$ cat src/rtl/vlc_pkg.sv
package vlc_pkg;
  localparam int INSN_W  = 32;
  localparam int REG_AW  = 5;
  localparam int IMM_W   = 7;
  localparam int LEN_W   = 7;
  localparam int MAX_LEN = 64;

  // MSB-0 start positions of the fields
  localparam int DEST_POS = 6;
  localparam int SRC_POS  = 11;
  localparam int IMM_POS  = 16;
  localparam int VF_POS   = 23;
  localparam int VS_POS   = 24;
  localparam int MS_POS   = 25;
  localparam int RC_POS   = 31;

  // LSB-0 indices
  localparam int DEST_HI = INSN_W - 1 - DEST_POS;
  localparam int SRC_HI  = INSN_W - 1 - SRC_POS;
  localparam int IMM_HI  = INSN_W - 1 - IMM_POS;
  localparam int VF_BIT  = INSN_W - 1 - VF_POS;
  localparam int VS_BIT  = INSN_W - 1 - VS_POS;
  localparam int MS_BIT  = INSN_W - 1 - MS_POS;
  localparam int RC_BIT  = INSN_W - 1 - RC_POS;

  typedef logic [LEN_W-1:0] len_t;

  typedef struct packed {
    logic [REG_AW-1:0] dest;
    logic [REG_AW-1:0] src;
    logic [IMM_W-1:0]  imm;
    logic              vf;
    logic              vs;
    logic              ms;
    logic              rc;
  } vlc_fields_t;
endpackage

$ cat src/rtl/vlc_decode.sv
module vlc_decode
  import vlc_pkg::*;
(
  input  logic [INSN_W-1:0] insn_i,
  output vlc_fields_t       fld_o
);
  always_comb begin
    fld_o.dest = insn_i[DEST_HI -: REG_AW];
    fld_o.src  = insn_i[SRC_HI -: REG_AW];
    fld_o.imm  = insn_i[IMM_HI -: IMM_W];
    fld_o.vf   = insn_i[VF_BIT];
    fld_o.vs   = insn_i[VS_BIT];
    fld_o.ms   = insn_i[MS_BIT];
    fld_o.rc   = insn_i[RC_BIT];
  end

  logic unused_bits;
  assign unused_bits = ^{insn_i[INSN_W-1:DEST_HI+1], insn_i[MS_BIT-1:RC_BIT+1]};
endmodule

$ cat src/rtl/vlc_select.sv
module vlc_select
  import vlc_pkg::*;
#(
  parameter int XLEN = 64
) (
  input  logic [XLEN-1:0]   src_val_i,
  input  logic [REG_AW-1:0] src_i,
  input  logic [IMM_W-1:0]  imm_i,
  input  logic              vs_i,
  input  logic              ms_i,
  input  len_t              vl_q_i,
  input  len_t              mvl_q_i,
  output len_t              vl_n_o,
  output len_t              mvl_n_o
);
  localparam len_t MAX_L = len_t'(MAX_LEN);

  logic [IMM_W:0] imm_ext;
  len_t           imm_len;
  len_t           reg_len;
  len_t           vl_pick;

  // field+1, capped at MAX_LEN
  assign imm_ext = {1'b0, imm_i} + 1'b1;
  assign imm_len = (imm_ext > (IMM_W+1)'(MAX_LEN)) ? MAX_L : imm_ext[LEN_W-1:0];

  generate
    if (XLEN > LEN_W) begin : g_wide
      logic upper_set;
      assign upper_set = |src_val_i[XLEN-1:LEN_W];
      assign reg_len   = (upper_set || (src_val_i[LEN_W-1:0] > MAX_L))
                         ? MAX_L : src_val_i[LEN_W-1:0];
    end else begin : g_narrow
      len_t low;
      assign low     = len_t'(src_val_i);
      assign reg_len = (low > MAX_L) ? MAX_L : low;
    end
  endgenerate

  always_comb begin
    if (!vs_i)              vl_pick = vl_q_i;
    else if (src_i != '0)   vl_pick = reg_len;
    else                    vl_pick = imm_len;
    mvl_n_o = ms_i ? imm_len : mvl_q_i;
    vl_n_o  = (vl_pick < mvl_n_o) ? vl_pick : mvl_n_o;
  end
endmodule

$ cat src/rtl/vlc_state.sv
module vlc_state
  import vlc_pkg::*;
#(
  parameter int XLEN = 64
) (
  input  logic              clk_i,
  input  logic              rst_ni,
  input  logic              valid_i,
  input  vlc_fields_t       fld_i,
  input  len_t              vl_n_i,
  input  len_t              mvl_n_i,
  output len_t              vl_q_o,
  output len_t              mvl_q_o,
  output logic              vf_q_o,
  output logic              wb_en_o,
  output logic [REG_AW-1:0] wb_addr_o,
  output logic [XLEN-1:0]   wb_data_o,
  output logic              cr_we_o,
  output logic              cr_eq_o
);
  always_ff @(posedge clk_i or negedge rst_ni) begin
    if (!rst_ni) begin
      vl_q_o  <= '0;
      mvl_q_o <= '0;
      vf_q_o  <= 1'b0;
    end else if (valid_i) begin
      vl_q_o  <= vl_n_i;
      mvl_q_o <= mvl_n_i;
      vf_q_o  <= fld_i.vf;
    end
  end

  always_ff @(posedge clk_i or negedge rst_ni) begin
    if (!rst_ni) begin
      wb_en_o   <= 1'b0;
      wb_addr_o <= '0;
      wb_data_o <= '0;
      cr_we_o   <= 1'b0;
      cr_eq_o   <= 1'b0;
    end else begin
      wb_en_o <= valid_i && (fld_i.dest != '0);
      cr_we_o <= valid_i && fld_i.rc;
      if (valid_i) begin
        wb_addr_o <= fld_i.dest;
        wb_data_o <= XLEN'(vl_n_i);
        cr_eq_o   <= (vl_n_i == '0);
      end
    end
  end

  logic unused_fld;
  assign unused_fld = ^{fld_i.src, fld_i.imm, fld_i.vs, fld_i.ms};
endmodule

$ cat src/rtl/vlc_unit.sv
module vlc_unit
  import vlc_pkg::*;
#(
  parameter int XLEN = 64
) (
  input  logic                  clk_i,
  input  logic                  rst_ni,
  input  logic                  valid_i,
  input  logic [INSN_W-1:0]     insn_i,
  input  logic [XLEN-1:0]       src_val_i,
  output logic [LEN_W-1:0]      vl_o,
  output logic [LEN_W-1:0]      mvl_o,
  output logic                  vf_o,
  output logic                  wb_en_o,
  output logic [REG_AW-1:0]     wb_addr_o,
  output logic [XLEN-1:0]       wb_data_o,
  output logic                  cr_we_o,
  output logic                  cr_eq_o
);
  vlc_fields_t fld;
  len_t        vl_n, mvl_n;

  vlc_decode u_dec (
    .insn_i (insn_i),
    .fld_o  (fld)
  );

  vlc_select #(.XLEN(XLEN)) u_sel (
    .src_val_i (src_val_i),
    .src_i     (fld.src),
    .imm_i     (fld.imm),
    .vs_i      (fld.vs),
    .ms_i      (fld.ms),
    .vl_q_i    (vl_o),
    .mvl_q_i   (mvl_o),
    .vl_n_o    (vl_n),
    .mvl_n_o   (mvl_n)
  );

  vlc_state #(.XLEN(XLEN)) u_st (
    .clk_i     (clk_i),
    .rst_ni    (rst_ni),
    .valid_i   (valid_i),
    .fld_i     (fld),
    .vl_n_i    (vl_n),
    .mvl_n_i   (mvl_n),
    .vl_q_o    (vl_o),
    .mvl_q_o   (mvl_o),
    .vf_q_o    (vf_o),
    .wb_en_o   (wb_en_o),
    .wb_addr_o (wb_addr_o),
    .wb_data_o (wb_data_o),
    .cr_we_o   (cr_we_o),
    .cr_eq_o   (cr_eq_o)
  );
endmodule

$ cat config.mk
export PLATFORM = sky130hd
export DESIGN_NAME = vlc_unit
export DESIGN_NICKNAME = d
export VERILOG_FILES = /design/src/rtl/vlc_pkg.sv /design/src/rtl/vlc_decode.sv /design/src/rtl/vlc_select.sv /design/src/rtl/vlc_state.sv /design/src/rtl/vlc_unit.sv
export SDC_FILE = /design/constraint.sdc
export NUM_CORES = 1
export LEC_CHECK = 0
export CAP_MARGIN = 20
export CORE_ASPECT_RATIO = 1.5
export CORE_MARGIN = 5
export CORE_UTILIZATION = 28
export DETAILED_ROUTE_END_ITERATION = 12
export PLACE_DENSITY = 0.67
export SLEW_MARGIN = 10
export SYNTH_ARGS = -nofsm -noshare
export SYNTH_HDL_FRONTEND = slang
export SYNTH_SLANG_ARGS = --single-unit
$ cat constraint.sdc
create_clock -name clk_i -period 5.55 [get_ports clk_i]
set_input_delay 1.11 -clock clk_i [delete_from_list [all_inputs] [get_ports clk_i]]
set_output_delay 1.11 -clock clk_i [all_outputs]
set_load 0.02 [all_outputs]
Word level (Yosys, flattened, before mapping)
Cells that the tools add are included.
{"block": "word_totals", "reg_bits": 23, "inputBits": 99, "out_inout_bits": 87}
{"block": "classes", "add_sub_neg": 1, "magnitude_cmp": 3, "muxes": 6, "n_reduce_logical": 7}
{"op": "OR reduction 57 bit", "n": 1}
{"op": "2-to-1 mux 7 bit", "n": 6}
{"op": "nonzero test 5 bit", "n": 2}
{"op": "adder 7 x 1 -> 8 bit (second input constant)", "n": 1}
{"op": "> comparator 8 x 7 -> 1 bit (second input constant)", "n": 1}
{"op": "> comparator 7 bit (second input constant)", "n": 1}
{"op": "logical NOT 7 bit", "n": 1}
{"op": "less-than comparator 7 bit", "n": 1}
{"op": "logical AND 1 bit", "n": 2}
{"op": "logical OR 1 bit", "n": 1}

Longest topological paths before layout
{"block": "logic_depth", "word_depth": 8, "depth_mapped": 17}

Cells and area by module
Synthesis repeated with hierarchy kept, for this count alone.
{"block": "unflattened", "hier_cells": 263, "area_unflattened_um2": 2407.3}
{"module": "vlc_state", "n_inst": 1, "cells_per_inst": 118, "area_each_um2": 1350.0, "seq_area_each_um2": 575.6}
{"module": "vlc_select", "n_inst": 1, "cells_per_inst": 124, "area_each_um2": 899.6, "seq_area_each_um2": 0.0}
{"module": "vlc_decode", "n_inst": 1, "cells_per_inst": 21, "area_each_um2": 157.7, "seq_area_each_um2": 0.0}

Worst setup path before layout
No wires, ideal clock.
{"block": "synth_timing", "path_type": "input port to flip-flop", "start": "input insn_i[15]", "end": "register u_st.vl_q_o[1]", "setup_time_ns": 0.125, "arrival_ns": 3.805, "required_time_ns": 5.425, "setup_slack_ns": 1.620, "path_stages": 17, "path_cell_list": "clkbuf_1 inv_2 or4_1 o311ai_1 nor2_1 nor2_1 inv_2 ha_1 a21o_1 a21o_1 a21oi_1 and3_1 a21oi_4 buf_2 nor2_1 a21oi_1 mux2_2"}
{"block": "synth_via", "elab_chain_len": 7, "word_cells_on_any_way": 8, "cone_classes": "add/sub: 1; order compare: 2; mux: 5"}
{"item": "start: declaration", "line": "vlc_unit.sv:9", "rtl": "input logic [INSN_W-1:0] insn_i,"}
{"item": "adder 7 x 1 -> 8 bit *", "line": "vlc_select.sv:24", "rtl": "assign imm_ext = {1'b0, imm_i} + 1'b1;"}
{"item": "> comparator 8 x 7 -> 1 bit", "line": "vlc_select.sv:25", "rtl": "assign imm_len = (imm_ext > (IMM_W+1)'(MAX_LEN)) ? MAX_L : imm_ext[LEN_W-1:0];"}
{"item": "2-to-1 mux 7 bit *", "line": "vlc_select.sv:25"}
{"item": "2-to-1 mux 7 bit", "line": "vlc_select.sv:42", "rtl": "else if (src_i != '0) vl_pick = reg_len;"}
{"item": "2-to-1 mux 7 bit", "line": "vlc_select.sv:41", "rtl": "if (!vs_i) vl_pick = vl_q_i;"}
{"item": "less-than comparator 7 bit", "line": "vlc_select.sv:45", "rtl": "vl_n_o = (vl_pick < mvl_n_o) ? vl_pick : mvl_n_o;"}
{"item": "2-to-1 mux 7 bit *", "line": "vlc_select.sv:45"}
{"item": "end signal: assignment", "line": "vlc_state.sv:27", "rtl": "vl_q_o <= vl_n_i;"}
{"item": "end: declaration", "line": "vlc_state.sv:12", "rtl": "output len_t vl_q_o,"}
Mark *: on every way between the ends. The rest lies on a longest branch, timed or not.
A chain may end at the register's enable or synchronous reset.

Worst setup path after layout
{"block": "layout_timing", "start": "input insn_i[9]", "end": "register u_st.cr_eq_o"}
{"block": "layout_via", "elab_chain_len": 8, "word_cells_on_any_way": 9, "cone_classes": "add/sub: 1; order compare: 2; mux: 5; reduce/logical: 1"}
{"item": "adder 7 x 1 -> 8 bit *", "line": "vlc_select.sv:24"}
{"item": "> comparator 8 x 7 -> 1 bit", "line": "vlc_select.sv:25"}
{"item": "2-to-1 mux 7 bit *", "line": "vlc_select.sv:25"}
{"item": "2-to-1 mux 7 bit", "line": "vlc_select.sv:42"}
{"item": "2-to-1 mux 7 bit", "line": "vlc_select.sv:41"}
{"item": "less-than comparator 7 bit", "line": "vlc_select.sv:45"}
{"item": "2-to-1 mux 7 bit *", "line": "vlc_select.sv:45"}
{"item": "logical NOT 7 bit *", "line": "vlc_state.sv:46", "rtl": "cr_eq_o <= (vl_n_i == '0);"}
{"item": "end signal: assignment", "line": "vlc_state.sv:46"}
{"item": "end: declaration", "line": "vlc_state.sv:19", "rtl": "output logic cr_eq_o"}
Marks and branches as above.

==> metrics.cfg <==
[critical_path]
slowest_stage=or4_1
path_buf_inv=2
critPathCaptureType=flop
worstPathCellList=clkdlybuf4s50_1 -> ha_1 -> nand2_1 -> or4_1 -> o311ai_1 -> nor2_1 -> nor2_1 -> inv_2 -> ha_1 -> a21o_1 -> a21o_1 -> a21oi_1 -> and3_1 -> a21oi_4 -> mux2i_1 -> or3b_1 -> o22ai_2
r2r_cells=12
r2r_start=u_st.vl_q_o[3]
cp.arrival_ns=4.84
reg2reg_slack_ns=2.89
cpLargestDelayFamily=simple AND/OR/NAND/NOR gates
cp.required_ns=5.74
r2r_end=u_st.cr_eq_o
setup.worst_path.class=primary input to flop
crit_path_max_fanout=14
max_stage_delay_ns=0.57
worstSetupStartpointType=primary input

[sta]
relSlewSlack_pct=64.15
slew_violations=0
min_period_ns=4.648
fin_crit_sh_pct=83.75
tns_ns=0
finalSetupViolations=0
clock_skew_ns=0.004183
max_freq_ghz=0.2151
worst_pin_slew_ns=0.5308
rsz0062_at_grt=no
hold_viol_final=0

[cells_and_area]
antenna_cells=0
areaGrowthSynthToFinish_pct=50.06
fillers=792
finalNetCount=482
drive_above_1_share_pct=7.467
fin_area_sq_um=3353

[clock_network]
cts_setup_buffers=0
cts.sinks=23
path_clk_slew_ns=0.06
cts_tree=yes
post_cts_resized=0
htree_levels=1
clkLatencyLatePin_ns=0.26
cts_buffers=3
cts_buffer_depth=2
cts-root-buf=clkbuf_16
postCtsHoldBufs=0

[floorplanning]
io_pins=186
core_area_sq_um=7908
die-area_sq_um=9904
die_h_um=119.4
rows=40
initial_core_util_pct=28.26
die_width_um=82.94

[logic_synthesis]
ys_types=52
synthCells=266
ys_seq_area_share_pct=25.76
async_reset_ff_share_pct=100.0
synth_top_area_share_pct=25.76
ys_ff_latch=23
synth_edf_count=0
yosysWarnings=0
syn_area_per_cell_sq_um=8.401
synth_area_leader_cell=dfrtp_1
ys_top_cells_by_area=dfrtp_1, buf_4, mux2_2
synth-main-ff-cell=dfrtp_1
synthesis.area_sq_um=2235

[min_path]
whs_endpoint=u_st.vf_q_o
min_path_cells=1
hp-start=u_st.vf_q_o
hold_class=flop to flop

[placement]
portBuffers=117
dp_hpwl_um=6355
placed_area_sq_um=3258
gp_congestion=0.9057

[grt]
grt_pass1_vias=2355
met3_usage_pct=3.945
busiest_layer=met2
antenna_found_initial=0
grt.met2_usage_pct=26.36
grt_pass1_wl_um=11530
grt_usage_pct=14.33
grtUsageMet1_pct=14.32
grt_max_degree=33
grt-ovfl-total=0

[detailed_routing]
vias_per_cell=4.683
ant_nets=0
routedWlPerCell_um=15.48
drt-initial-drc-count=35
routed_wl_um=7431
route.vias.total=2248
dr.pass1.iters=4
drc=0

[power_and_ir_drop]
p_leak_nw=1.388
vdd_ir_drop_max_mv=0.2223
power.density_nw_per_um2=254.0

[status]
run_status=completed

[flow_run]
drv_cap=0

-- cell usage after synthesis (all sizes together), types with 3 or more instances --
cell type	instances
o21ai	5
nor3	6
dfrtp	23
buf	67
and2	3
clkbuf	5
o21a	4
nand4	8
mux2i	4
nand3	3
ha	7
mux2	12
inv	9
a21oi	18
nor4	18
nor2b	4
a31oi	4
nand2	13
nor2	19
and3	4
-- sequential cells by signal, indices dropped and copies added, names as in the netlist --
register	flops
u_st.mvl_q_o	7
u_st.vl_q_o	7
u_st.wb_addr_o	5
u_st.cr_eq_o	1
u_st.cr_we_o	1
u_st.vf_q_o	1
u_st.wb_en_o	1
-- layout by cell type (no fill, tap or decap), types with 6 or more instances in the layout --
| cell | count |
|---|---|
| a21oi_1 | 16 |
| clkdlybuf4s50_1 | 117 |
| conb_1 | 57 |
| dfrtp_1 | 23 |
| ha_1 | 7 |
| inv_1 | 6 |
| mux2_2 | 12 |
| nand2_1 | 13 |
| nand4_1 | 8 |
| nor2_1 | 19 |
| nor3_1 | 6 |
| nor4_1 | 17 |
-- stage by stage --
step                util, %  cells  worst slack (ns)  hold WS [ns]  power, mW
floorplan                 -    322             1.620        0.6306     0.5324
global placement      41.20    475            0.7545        0.4898     0.6920
detailed placement    41.20    475            0.6971        0.4956     0.6976
CTS                   42.22    479            0.9489        0.5144     0.8605
global route          42.41    480            0.6343        0.5312     0.9093
finish                42.41    480            0.9020        0.5084     0.8516
-- layer usage --
layer  part of all wire [%]  up-vias
li1                       -     1057
met1                     36     1020
met2                     50      150
met3                    8.9       21
met4                    4.1        0
met5                      0        -
-- layout make-up --
class | instances | area, sq um | share of cell area, %
clock buffers | 3 | 75.07 | 2.239
clock inverters | 1 | 5.005 | 0.1493
inverters | 9 | 33.78 | 1.007
multi-input cells | 218 | 1324 | 39.48
flip-flops and latches | 23 | 575.6 | 17.16
well taps | 105 | 131.4 | 3.918
repair buffers | 121 | 1209 | 36.04
-- cell families (layout without fill, tap and decap cells) --
group                    Yosys count  in the layout  synth area share (%)
flip-flops                        23             23                 25.76
multiplexers                      16             16                 7.839
AO/OA/AOI/OAI                     47             47                 14.78
buffers and inverters             81            134                 24.41
adder cells (fa/ha/maj)            7              7                 3.919
other                              1             57                0.1678
AND/OR/NAND/NOR                   88             88                 21.95
XOR/XNOR                           3              3                 1.176
-- report_power, final --
group | internal, mW | leakage [nW] | switching (mW)
registers | 0.201 | 0.276 | 0.0297
logic | 0.222 | 1.07 | 0.241
clock network | 0.0971 | 0.0409 | 0.0605
-- worst max-delay path by stage --
stage               start              to  slack (ns)  cells after the start
6_report        insn_i[9]    u_st.cr_eq_o        0.90                     17
3_5_place_dp    insn_i[9]    u_st.cr_eq_o        0.70                     17
2_1_floorplan  insn_i[15]  u_st.vl_q_o[1]        1.62                     17
5_1_grt         insn_i[9]    u_st.cr_eq_o        0.63                     17
3_3_place_gp    insn_i[9]    u_st.cr_eq_o        0.75                     17
4_1_cts         insn_i[9]    u_st.cr_eq_o        0.95                     17
Power figures use the tool's default switching activity.
